$ cat src/rtl/chgdet_pkg.sv
package chgdet_pkg;

  typedef enum logic [2:0] {
    PH_IDLE      = 3'd0,
    PH_CONTACT   = 3'd1,
    PH_PRIMARY   = 3'd2,
    PH_SECONDARY = 3'd3,
    PH_REPORT    = 3'd4
  } phase_e;

  typedef enum logic [1:0] {
    KIND_NONE = 2'd0,
    KIND_STD  = 2'd1,
    KIND_CDP  = 2'd2,
    KIND_DCP  = 2'd3
  } kind_e;

  typedef struct packed {
    logic det_en;
    logic chk_contact;
    logic chk_charger;
    logic dp_pullup;
  } pads_t;

  // Front-end control pattern owned by each phase
  function automatic pads_t phase_pads(input phase_e ph);
    pads_t p;
    p = '0;
    case (ph)
      PH_CONTACT: begin
        p.det_en      = 1'b1;
        p.chk_contact = 1'b1;
      end
      PH_PRIMARY: begin
        p.det_en      = 1'b1;
        p.chk_charger = 1'b1;
      end
      PH_SECONDARY: p.dp_pullup = 1'b1;
      default:      p = '0;
    endcase
    return p;
  endfunction

endpackage

$ cat src/rtl/chgdet_interval.sv
// Down-counter that paces contact samples and settle waits.
module chgdet_interval #(
  parameter int W = 8
) (
  input  logic         clk,
  input  logic         rst_n,
  input  logic         load_i,
  input  logic [W-1:0] load_val_i,
  input  logic         run_i,
  output logic         expire_o
);

  logic [W-1:0] cnt_q;
  logic [W-1:0] cnt_d;
  logic         cnt_en;

  always_comb begin
    cnt_en = load_i | (run_i & (cnt_q != '0));
    cnt_d  = load_i ? load_val_i : (cnt_q - 1'b1);
  end

  always_ff @(posedge clk or negedge rst_n) begin
    if (!rst_n) begin
      cnt_q <= '0;
    end else if (cnt_en) begin
      cnt_q <= cnt_d;
    end
  end

  assign expire_o = run_i & (cnt_q == '0);

endmodule

$ cat src/rtl/chgdet_debounce.sv
// Consecutive-hit counter and sample budget for data-pin contact.
module chgdet_debounce #(
  parameter int BUDGET = 100,
  parameter int HITS   = 5
) (
  input  logic clk,
  input  logic rst_n,
  input  logic clear_i,
  input  logic sample_i,
  input  logic contact_i,
  output logic accept_o,
  output logic exhaust_o
);

  localparam int HW = $clog2(HITS + 2);
  localparam int SW = $clog2(BUDGET + 1);

  logic [HW-1:0] hits_q, hits_d;
  logic [SW-1:0] samp_q, samp_d;
  logic          upd_en;

  assign accept_o  = sample_i & contact_i & (hits_q == HW'(HITS));
  assign exhaust_o = sample_i & ~accept_o & (samp_q == SW'(BUDGET - 1));

  always_comb begin
    upd_en = clear_i | sample_i;
    if (clear_i) begin
      hits_d = '0;
      samp_d = '0;
    end else begin
      hits_d = contact_i ? (hits_q + 1'b1) : '0;
      samp_d = samp_q + 1'b1;
    end
  end

  always_ff @(posedge clk or negedge rst_n) begin
    if (!rst_n) begin
      hits_q <= '0;
      samp_q <= '0;
    end else if (upd_en) begin
      hits_q <= hits_d;
      samp_q <= samp_d;
    end
  end

endmodule

$ cat src/rtl/chgdet_seq.sv
// Phase sequencer: power check, contact, primary, secondary, report.
module chgdet_seq
  import chgdet_pkg::*;
#(
  parameter int SAMPLE_GAP = 4,
  parameter int SETTLE_CYC = 4,
  parameter int TW         = 3
) (
  input  logic          clk,
  input  logic          rst_n,
  input  logic          start_i,
  input  logic          vbus_ok_i,
  input  logic          charger_i,
  input  logic          dm_high_i,
  input  logic          expire_i,
  input  logic          accept_i,
  input  logic          exhaust_i,
  output phase_e        phase_o,
  output logic          load_o,
  output logic [TW-1:0] load_val_o,
  output logic [1:0]    result_o,
  output logic          done_o
);

  localparam logic [TW-1:0] GAP_LD = TW'(SAMPLE_GAP - 1);
  localparam logic [TW-1:0] SET_LD = TW'(SETTLE_CYC - 1);

  phase_e ph_q, ph_d;
  kind_e  res_q, res_d;
  logic   res_we;

  always_comb begin
    ph_d       = ph_q;
    res_d      = res_q;
    res_we     = 1'b0;
    load_o     = 1'b0;
    load_val_o = GAP_LD;
    case (ph_q)
      PH_IDLE: begin
        if (start_i) begin
          if (!vbus_ok_i) begin
            ph_d   = PH_REPORT;
            res_d  = KIND_NONE;
            res_we = 1'b1;
          end else begin
            ph_d   = PH_CONTACT;
            load_o = 1'b1;
          end
        end
      end
      PH_CONTACT: begin
        if (expire_i) begin
          if (accept_i) begin
            ph_d       = PH_PRIMARY;
            load_o     = 1'b1;
            load_val_o = SET_LD;
          end else if (exhaust_i) begin
            ph_d   = PH_REPORT;
            res_d  = KIND_NONE;
            res_we = 1'b1;
          end else begin
            load_o = 1'b1;
          end
        end
      end
      PH_PRIMARY: begin
        if (expire_i) begin
          if (!charger_i) begin
            ph_d   = PH_REPORT;
            res_d  = KIND_STD;
            res_we = 1'b1;
          end else begin
            ph_d       = PH_SECONDARY;
            load_o     = 1'b1;
            load_val_o = SET_LD;
          end
        end
      end
      PH_SECONDARY: begin
        if (expire_i) begin
          ph_d   = PH_REPORT;
          res_d  = dm_high_i ? KIND_DCP : KIND_CDP;
          res_we = 1'b1;
        end
      end
      PH_REPORT: ph_d = PH_IDLE;
      default:   ph_d = PH_IDLE;
    endcase
  end

  always_ff @(posedge clk or negedge rst_n) begin
    if (!rst_n) begin
      ph_q <= PH_IDLE;
    end else begin
      ph_q <= ph_d;
    end
  end

  always_ff @(posedge clk or negedge rst_n) begin
    if (!rst_n) begin
      res_q <= KIND_NONE;
    end else if (res_we) begin
      res_q <= res_d;
    end
  end

  assign phase_o  = ph_q;
  assign result_o = res_q;
  assign done_o   = (ph_q == PH_REPORT);

endmodule

$ cat src/rtl/chg_type_detect.sv
module chg_type_detect
  import chgdet_pkg::*;
#(
  parameter int SAMPLE_GAP     = 50000,
  parameter int SETTLE_CYC     = 20000,
  parameter int CONTACT_BUDGET = 100,
  parameter int CONTACT_HITS   = 5
) (
  input  logic       clk,
  input  logic       rst_n,
  input  logic       start_i,
  input  logic       vbus_valid_i,
  input  logic       contact_i,
  input  logic       charger_i,
  input  logic       dm_high_i,
  output logic       det_en_o,
  output logic       chk_contact_o,
  output logic       chk_charger_o,
  output logic       dp_pullup_o,
  output logic       done_o,
  output logic [1:0] result_o
);

  localparam int LONGEST = (SAMPLE_GAP > SETTLE_CYC) ? SAMPLE_GAP : SETTLE_CYC;
  localparam int TW      = (LONGEST > 1) ? $clog2(LONGEST) : 1;

  phase_e        phase;
  pads_t         pads;
  logic          load;
  logic [TW-1:0] load_val;
  logic          run;
  logic          expire;
  logic          sample;
  logic          accept;
  logic          exhaust;

  assign run    = (phase == PH_CONTACT) | (phase == PH_PRIMARY) | (phase == PH_SECONDARY);
  assign sample = expire & (phase == PH_CONTACT);

  chgdet_interval #(.W(TW)) u_interval (
    .clk        (clk),
    .rst_n      (rst_n),
    .load_i     (load),
    .load_val_i (load_val),
    .run_i      (run),
    .expire_o   (expire)
  );

  chgdet_debounce #(.BUDGET(CONTACT_BUDGET), .HITS(CONTACT_HITS)) u_debounce (
    .clk       (clk),
    .rst_n     (rst_n),
    .clear_i   (phase == PH_IDLE),
    .sample_i  (sample),
    .contact_i (contact_i),
    .accept_o  (accept),
    .exhaust_o (exhaust)
  );

  chgdet_seq #(.SAMPLE_GAP(SAMPLE_GAP), .SETTLE_CYC(SETTLE_CYC), .TW(TW)) u_seq (
    .clk        (clk),
    .rst_n      (rst_n),
    .start_i    (start_i),
    .vbus_ok_i  (vbus_valid_i),
    .charger_i  (charger_i),
    .dm_high_i  (dm_high_i),
    .expire_i   (expire),
    .accept_i   (accept),
    .exhaust_i  (exhaust),
    .phase_o    (phase),
    .load_o     (load),
    .load_val_o (load_val),
    .result_o   (result_o),
    .done_o     (done_o)
  );

  assign pads          = phase_pads(phase);
  assign det_en_o      = pads.det_en;
  assign chk_contact_o = pads.chk_contact;
  assign chk_charger_o = pads.chk_charger;
  assign dp_pullup_o   = pads.dp_pullup;

endmodule

$ cat config.mk
export PLATFORM = sky130hd
export DESIGN_NAME = chg_type_detect
export DESIGN_NICKNAME = d
export VERILOG_FILES = /design/src/rtl/chgdet_pkg.sv /design/src/rtl/chgdet_interval.sv /design/src/rtl/chgdet_debounce.sv /design/src/rtl/chgdet_seq.sv /design/src/rtl/chg_type_detect.sv
export SDC_FILE = /design/constraint.sdc
export NUM_CORES = 1
export LEC_CHECK = 0
export ABC_CLOCK_PERIOD_IN_PS = 4180
export BUFFER_PORTS_ARGS = -buffer_cell sky130_fd_sc_hd__buf_2
export CORE_AREA = 5 5 84 94
export CTS_BUF_LIST = sky130_fd_sc_hd__clkbuf_8
export CTS_CLUSTER_SIZE = 12
export DETAILED_ROUTE_END_ITERATION = 10
export DIE_AREA = 0 0 89 99
export GPL_TIMING_DRIVEN = 0
export REMOVE_ABC_BUFFERS = 1
export SLEW_MARGIN = 20
export SYNTH_ARGS = -nofsm -noshare
export SYNTH_HDL_FRONTEND = slang
export SYNTH_SLANG_ARGS = --single-unit
$ cat constraint.sdc
create_clock -name clk -period 4.18 [get_ports clk]
set_input_delay 0.209 -clock clk [delete_from_list [all_inputs] [get_ports clk]]
set_output_delay 0.209 -clock clk [all_outputs]
set_load 0.01 [all_outputs]
Word-level counts from Yosys, hierarchy flattened --
Cells that the tools add are included. Widths: inputs -> output; s select.
Word-level totals: register bits 31, bits of input ports 7, output and inout port bits 7, logic and storage cells 91
Operators by class: add/sub/neg operators 3, equality and inequality tests 15, multiplexer cells 49, bitwise operators 12, reduce and logical (&&, ||, !) cells 7
Operators with widths (count):
- $mux 16 | 5
- $pmux 16 s2 | 1
- $mux 3 | 10
- $mux 1 | 20
- $logic_not 16->1 | 1
- $mux 2 | 8
- $ne 2x2->1 const B | 8
- $reduce_bool 16->1 | 1
- $sub 16x1->16 const B | 1
- $pmux 3 s4 | 1
- $reduce_and 10->1 | 1
- $pmux 2 s4 | 1
- $add 7x1->7 const B | 1
- $and 1x1->1 | 7
- $eq 7x7->1 const B | 1
- $mux 7 | 1
- $eq 3x2->1 const B | 2
- $eq 3x3->1 const B | 2
- $reduce_and 5->1 | 1
- $or 1x1->1 | 4
- $pmux 1 s4 | 1
- $reduce_bool 4->1 | 1
- $add 3x1->3 const B | 1
- $eq 3x1->1 const B | 1
- 5 further kinds | 5

Logic depth before layout (Yosys ltp) --
depth in word-level cells 15, gate-level depth with buffers 8, gate-level depth less buffers 7

Hierarchy --
Synthesis repeated with hierarchy kept, for this count alone.
Unflattened totals: cell total of the unflattened synthesis 240, area total of the unflattened synthesis 2134.5 um2
Modules (own cells, without submodules):
- chgdet_interval | instances 1, cells each 119, area each 1051.0 um2, seq. area each 400.4 um2
- chgdet_debounce | instances 1, cells each 52, area each 525.5 um2, seq. area each 250.2 um2
- chgdet_seq | instances 1, cells each 60, area each 496.7 um2, seq. area each 125.1 um2
- chg_type_detect | instances 1, cells each 9, area each 61.3 um2, seq. area each 0.0 um2

Worst setup path after synthesis --
No wires, ideal clock.
path kind register -> register, start point register u_interval.cnt_q[0], end point register u_seq.res_q[0], in the netlist u_seq.result_o[0], library setup time 0.125 ns, data arrival time 1.942 ns, required time 4.055 ns, path slack 2.112 ns, stages on the path, launching flop included 8, buffers on the path 0, clock period less this slack 2.068 ns, cells stage by stage dfrtp_1 > inv_1 > ha_1 > nor4b_1 > nand4_2 > nor4b_2 > o221a_4 > mux2_4
Between the ends: word-level cells in the longest chain between the ends 13, elaborated cells on any way between the ends 20, those cells by class eq/ne: 5; mux: 6; bitwise: 7; reduce/logical: 2
Ends and longest elaborated chain:
- start: declaration | RTL line chgdet_interval.sv:13 | logic [W-1:0] cnt_q;
- start signal: assignment | RTL line chgdet_interval.sv:26 | cnt_q <= cnt_d;
- $logic_not 16->1 (*) | RTL line chgdet_interval.sv:30 | assign expire_o = run_i & (cnt_q == '0);
- $and 1x1->1 (*) | RTL line chgdet_interval.sv:30
- $and 1x1->1 | RTL line chg_type_detect.sv:38 | assign sample = expire & (phase == PH_CONTACT);
- $and 1x1->1 (2 in series) | RTL line chgdet_debounce.sv:22 | assign accept_o = sample_i & contact_i & (hits_q == HW'(HITS));
- $not 1->1 | RTL line chgdet_debounce.sv:23 | assign exhaust_o = sample_i & ~accept_o & (samp_q == SW'(BUDGET - 1));
- $and 1x1->1 (2 in series) | RTL line chgdet_debounce.sv:23
- $mux 1 | RTL line chgdet_seq.sv:57 | end else if (exhaust_i) begin
- $mux 1 | RTL line chgdet_seq.sv:53 | if (accept_i) begin
- $mux 1 | RTL line chgdet_seq.sv:52 | if (expire_i) begin
- $pmux 1 s4 | RTL line chgdet_seq.sv:38 | case (ph_q)
- $reduce_and 10->1 (no source line) (*)
- end signal: assignment | RTL line chgdet_seq.sv:103 | res_q <= res_d;
- end: declaration | RTL line chgdet_seq.sv:29 | kind_e res_q, res_d;
Every way passes the cells marked *; elsewhere a longest branch is shown, timed or not. A chain may end at the register's enable or synchronous reset.

Worst setup path in the final report --
Ends and elaborated chain as after synthesis.

==> out/metrics.yaml <==
status: "finished with violations"
violations: "hold timing"
cts.sinks: 31
num_vias: 1558
cp.arrival_ns: 2.88
hpwl_um: 3110
via_per_inst: 5.16
synth_cell_type_count: 49
cap_violations: 0
max_stage_delay_ns: 0.51
routed_wl_um: 4300
synthArstFlopShare: 1.00
diodes: 0
netlist_area_mm2: 0.00199
hold_slack_ns: -0.0207
grtUsageTotal: 0.101
worst-slew-pin-transition_ns: 0.843
clk_pin_slew_worst_paths_ns: 0.07
avgSynthCellArea_um2: 9.77
timing.rr.start: "u_interval.cnt_q[0]$_DFFE_PN0P_"
cp_max_fo: 15
cts_root_buf: "clkbuf_8"
yosysSeqAreaShare: 0.389
finalSetupTns_ns: 0
drive_above_1_share: 0.189
period_minus_slack_ns: 2.71
min_path_type: "in -> async"
synth_flop_cell: "dfrtp_1"
slew_headroom: 0.433
cts_hold_buffers: 0
syn_inst: 204
fin_skew_ns: 0.00730
final_cell_mix: "31 x dfrtp_1, 18 x nor2_1, 15 x nand2_1"
fin_crit_sh: 0.649
fmax_mhz: 369
rsz0062_at_grt: "no"
path_class: "reg -> reg"
ys_ff_latch: 31
h-tree-depth: 2
pwr-share-seq: 0.418
r2r-end: "u_seq.result_o[0]$_DFFE_PN0P_"
grt_pass1_vias: 1478
synth-edff-count: 0
netSwitchingFraction: 0.368
p_total_uw: 891
path_buf_inv: 1
crit_slowest_cell: "nand4_2"
cp.required_ns: 4.35
p_int_uw: 563
clock_path_buffers: 2
start_util: 0.291
clk_latency_ns: 0.28
rr_worst_depth: 7
pin_count: 14
grt_start_max_net_pins: 32
p_leak_nw: 0.918
cts_made_buffers: 5
post_drt_wl_per_cell_um: 14.2
p_switching_uw: 328
cp-end-kind: "flop"
finalHoldViolCount: 31
ir_drop_uv: 187
numPortBuffers: 13
finalMaxSlewViolations: 0
cp_cell_sequence: "inv_1 > ha_1 > nor4b_1 > nand4_2 > nand2_1 > o221a_4 > mux2_4"
combPwrFrac: 0.288
num_rows: 32
final_common_cell: "dfrtp_1"
die_h_um: 99
grt-ovfl-total: 0
gp_congestion: 0.807
core_area_mm2: 0.00685
ant_nets: 0
num-fill-cells: 713
area_growth_pct: 11.6
start_kind: "flop"
die_w_um: 89
post_cts_buffers: 0
post-route-drc-count: 0
yosysWarnings: 0
grt_first_pass_wirelength_um: 7050
powerDensity_mw_per_mm2: 401
cp_top_family: "simple AND/OR/NAND/NOR gates"
antenna_found_initial: 0
cts_resized: 0
reg2reg_slack_ns: 1.47
cts_tree: "built"
dr.first_iter.drc_count: 30
die-area_mm2: 0.00881
first_pass_iters: 4
setup_viol: 0
nNetsFinal: 228
p_clk_frac: 0.294
power groups by stage:
stage          Sequential, mW  Combinational [mW]  Clock [mW]
6_report                0.372               0.257       0.262
5_1_grt                 0.377               0.284       0.283
4_1_cts                 0.371               0.261       0.270
3_5_place_dp            0.376               0.260           0
3_3_place_gp            0.376               0.257           0
2_1_floorplan           0.364               0.189           0
worst max path at each step:
stage,from,end,slack [ns],cells past startpoint
6_report,u_interval.cnt_q[0]$_DFFE_PN0P_,u_seq.result_o[0]$_DFFE_PN0P_,1.47,7
5_1_grt,u_interval.cnt_q[0]$_DFFE_PN0P_,u_seq.result_o[0]$_DFFE_PN0P_,1.23,7
4_1_cts,u_interval.cnt_q[0]$_DFFE_PN0P_,u_seq.result_o[0]$_DFFE_PN0P_,1.48,7
3_5_place_dp,u_interval.cnt_q[4]$_DFFE_PN0P_,u_seq.result_o[0]$_DFFE_PN0P_,1.53,5
3_3_place_gp,u_interval.cnt_q[0]$_DFFE_PN0P_,u_seq.result_o[0]$_DFFE_PN0P_,1.55,7
2_1_floorplan,u_interval.cnt_q[0]$_DFFE_PN0P_,u_seq.result_o[0]$_DFFE_PN0P_,1.90,7
cell families (layout without fill, tap and decap cells):
logic type / after synthesis / in the layout / share of synthesized area
AO/OA/AOI/OAI: 29 / 29 / 0.119
XOR/XNOR: 16 / 16 / 0.0703
adder cells (fa/ha/maj): 5 / 5 / 0.0314
buffers and inverters: 19 / 32 / 0.0414
flip-flops: 31 / 31 / 0.389
multiplexers: 3 / 3 / 0.0182
AND/OR/NAND/NOR: 101 / 101 / 0.331
per-stage QoR:
stage	area, um^2	setup WS (ns)	utilization	instances
2_1_floorplan	1950	1.90	-	196
5_1_grt	2220	1.23	0.325	302
3_3_place_gp	2120	1.55	0.310	294
3_5_place_dp	2120	1.53	0.310	294
4_1_cts	2220	1.48	0.325	302
6_report	2220	1.47	0.325	302
registers in the layout, indices dropped and copies added, names as in the netlist:
signal and flops:
u_debounce.hits_q 3, u_debounce.samp_q 7, u_interval.cnt_q 16, u_seq.phase_o 3, u_seq.result_o 2
Yosys cell counts (2+ instances only):
| cell | number | share of area |
|---|---|---|
| dfrtp_1 | 31 | 0.39 |
| nor2_1 | 18 | 0.034 |
| nand2_1 | 15 | 0.028 |
| nand3_1 | 14 | 0.035 |
| inv_1 | 11 | 0.021 |
| a21oi_1 | 9 | 0.023 |
| xnor2_1 | 8 | 0.035 |
| xor2_1 | 8 | 0.035 |
| nand4_1 | 6 | 0.019 |
| nor3_1 | 6 | 0.015 |
| o21ai_0 | 6 | 0.015 |
| ha_1 | 5 | 0.031 |
| nand2b_1 | 5 | 0.016 |
| nor4_1 | 5 | 0.016 |
| nor4_4 | 5 | 0.053 |
| clkbuf_1 | 4 | 0.0075 |
| nor4b_1 | 4 | 0.018 |
| buf_2 | 3 | 0.0075 |
| nor2b_1 | 3 | 0.0094 |
| or2_2 | 3 | 0.0094 |
| or3_1 | 3 | 0.0094 |
| and2_1 | 2 | 0.0063 |
| and3_1 | 2 | 0.0063 |
| nor2_2 | 2 | 0.0063 |
| o41ai_1 | 2 | 0.0088 |
metal layers:
metal | part of all wire | wire [um] | GRT usage | vias to the layer above
li1 | - | - | - | 758
met1 | 0.45 | 1920 | 0.125 | 767
met2 | 0.50 | 2130 | 0.166 | 25
met3 | 0.042 | 179 | 0.0268 | 8
met4 | 0.017 | 74 | 0.0389 | 0
met5 | 0 | 0 | 0 | -
area by class of cell:
type | count | area [um^2] | share of cell area
Tap cell | 85 | 106 | 0.0478
Clock buffer | 7 | 96.3 | 0.0433
Sequential cell | 31 | 776 | 0.349
Multi-Input combinational cell | 154 | 1130 | 0.510
Clock inverter | 1 | 3.75 | 0.00169
Inverter | 11 | 41.3 | 0.0186
Timing Repair Buffer | 13 | 65.1 | 0.0293
Note: power is estimated with default switching activity, not from simulation.
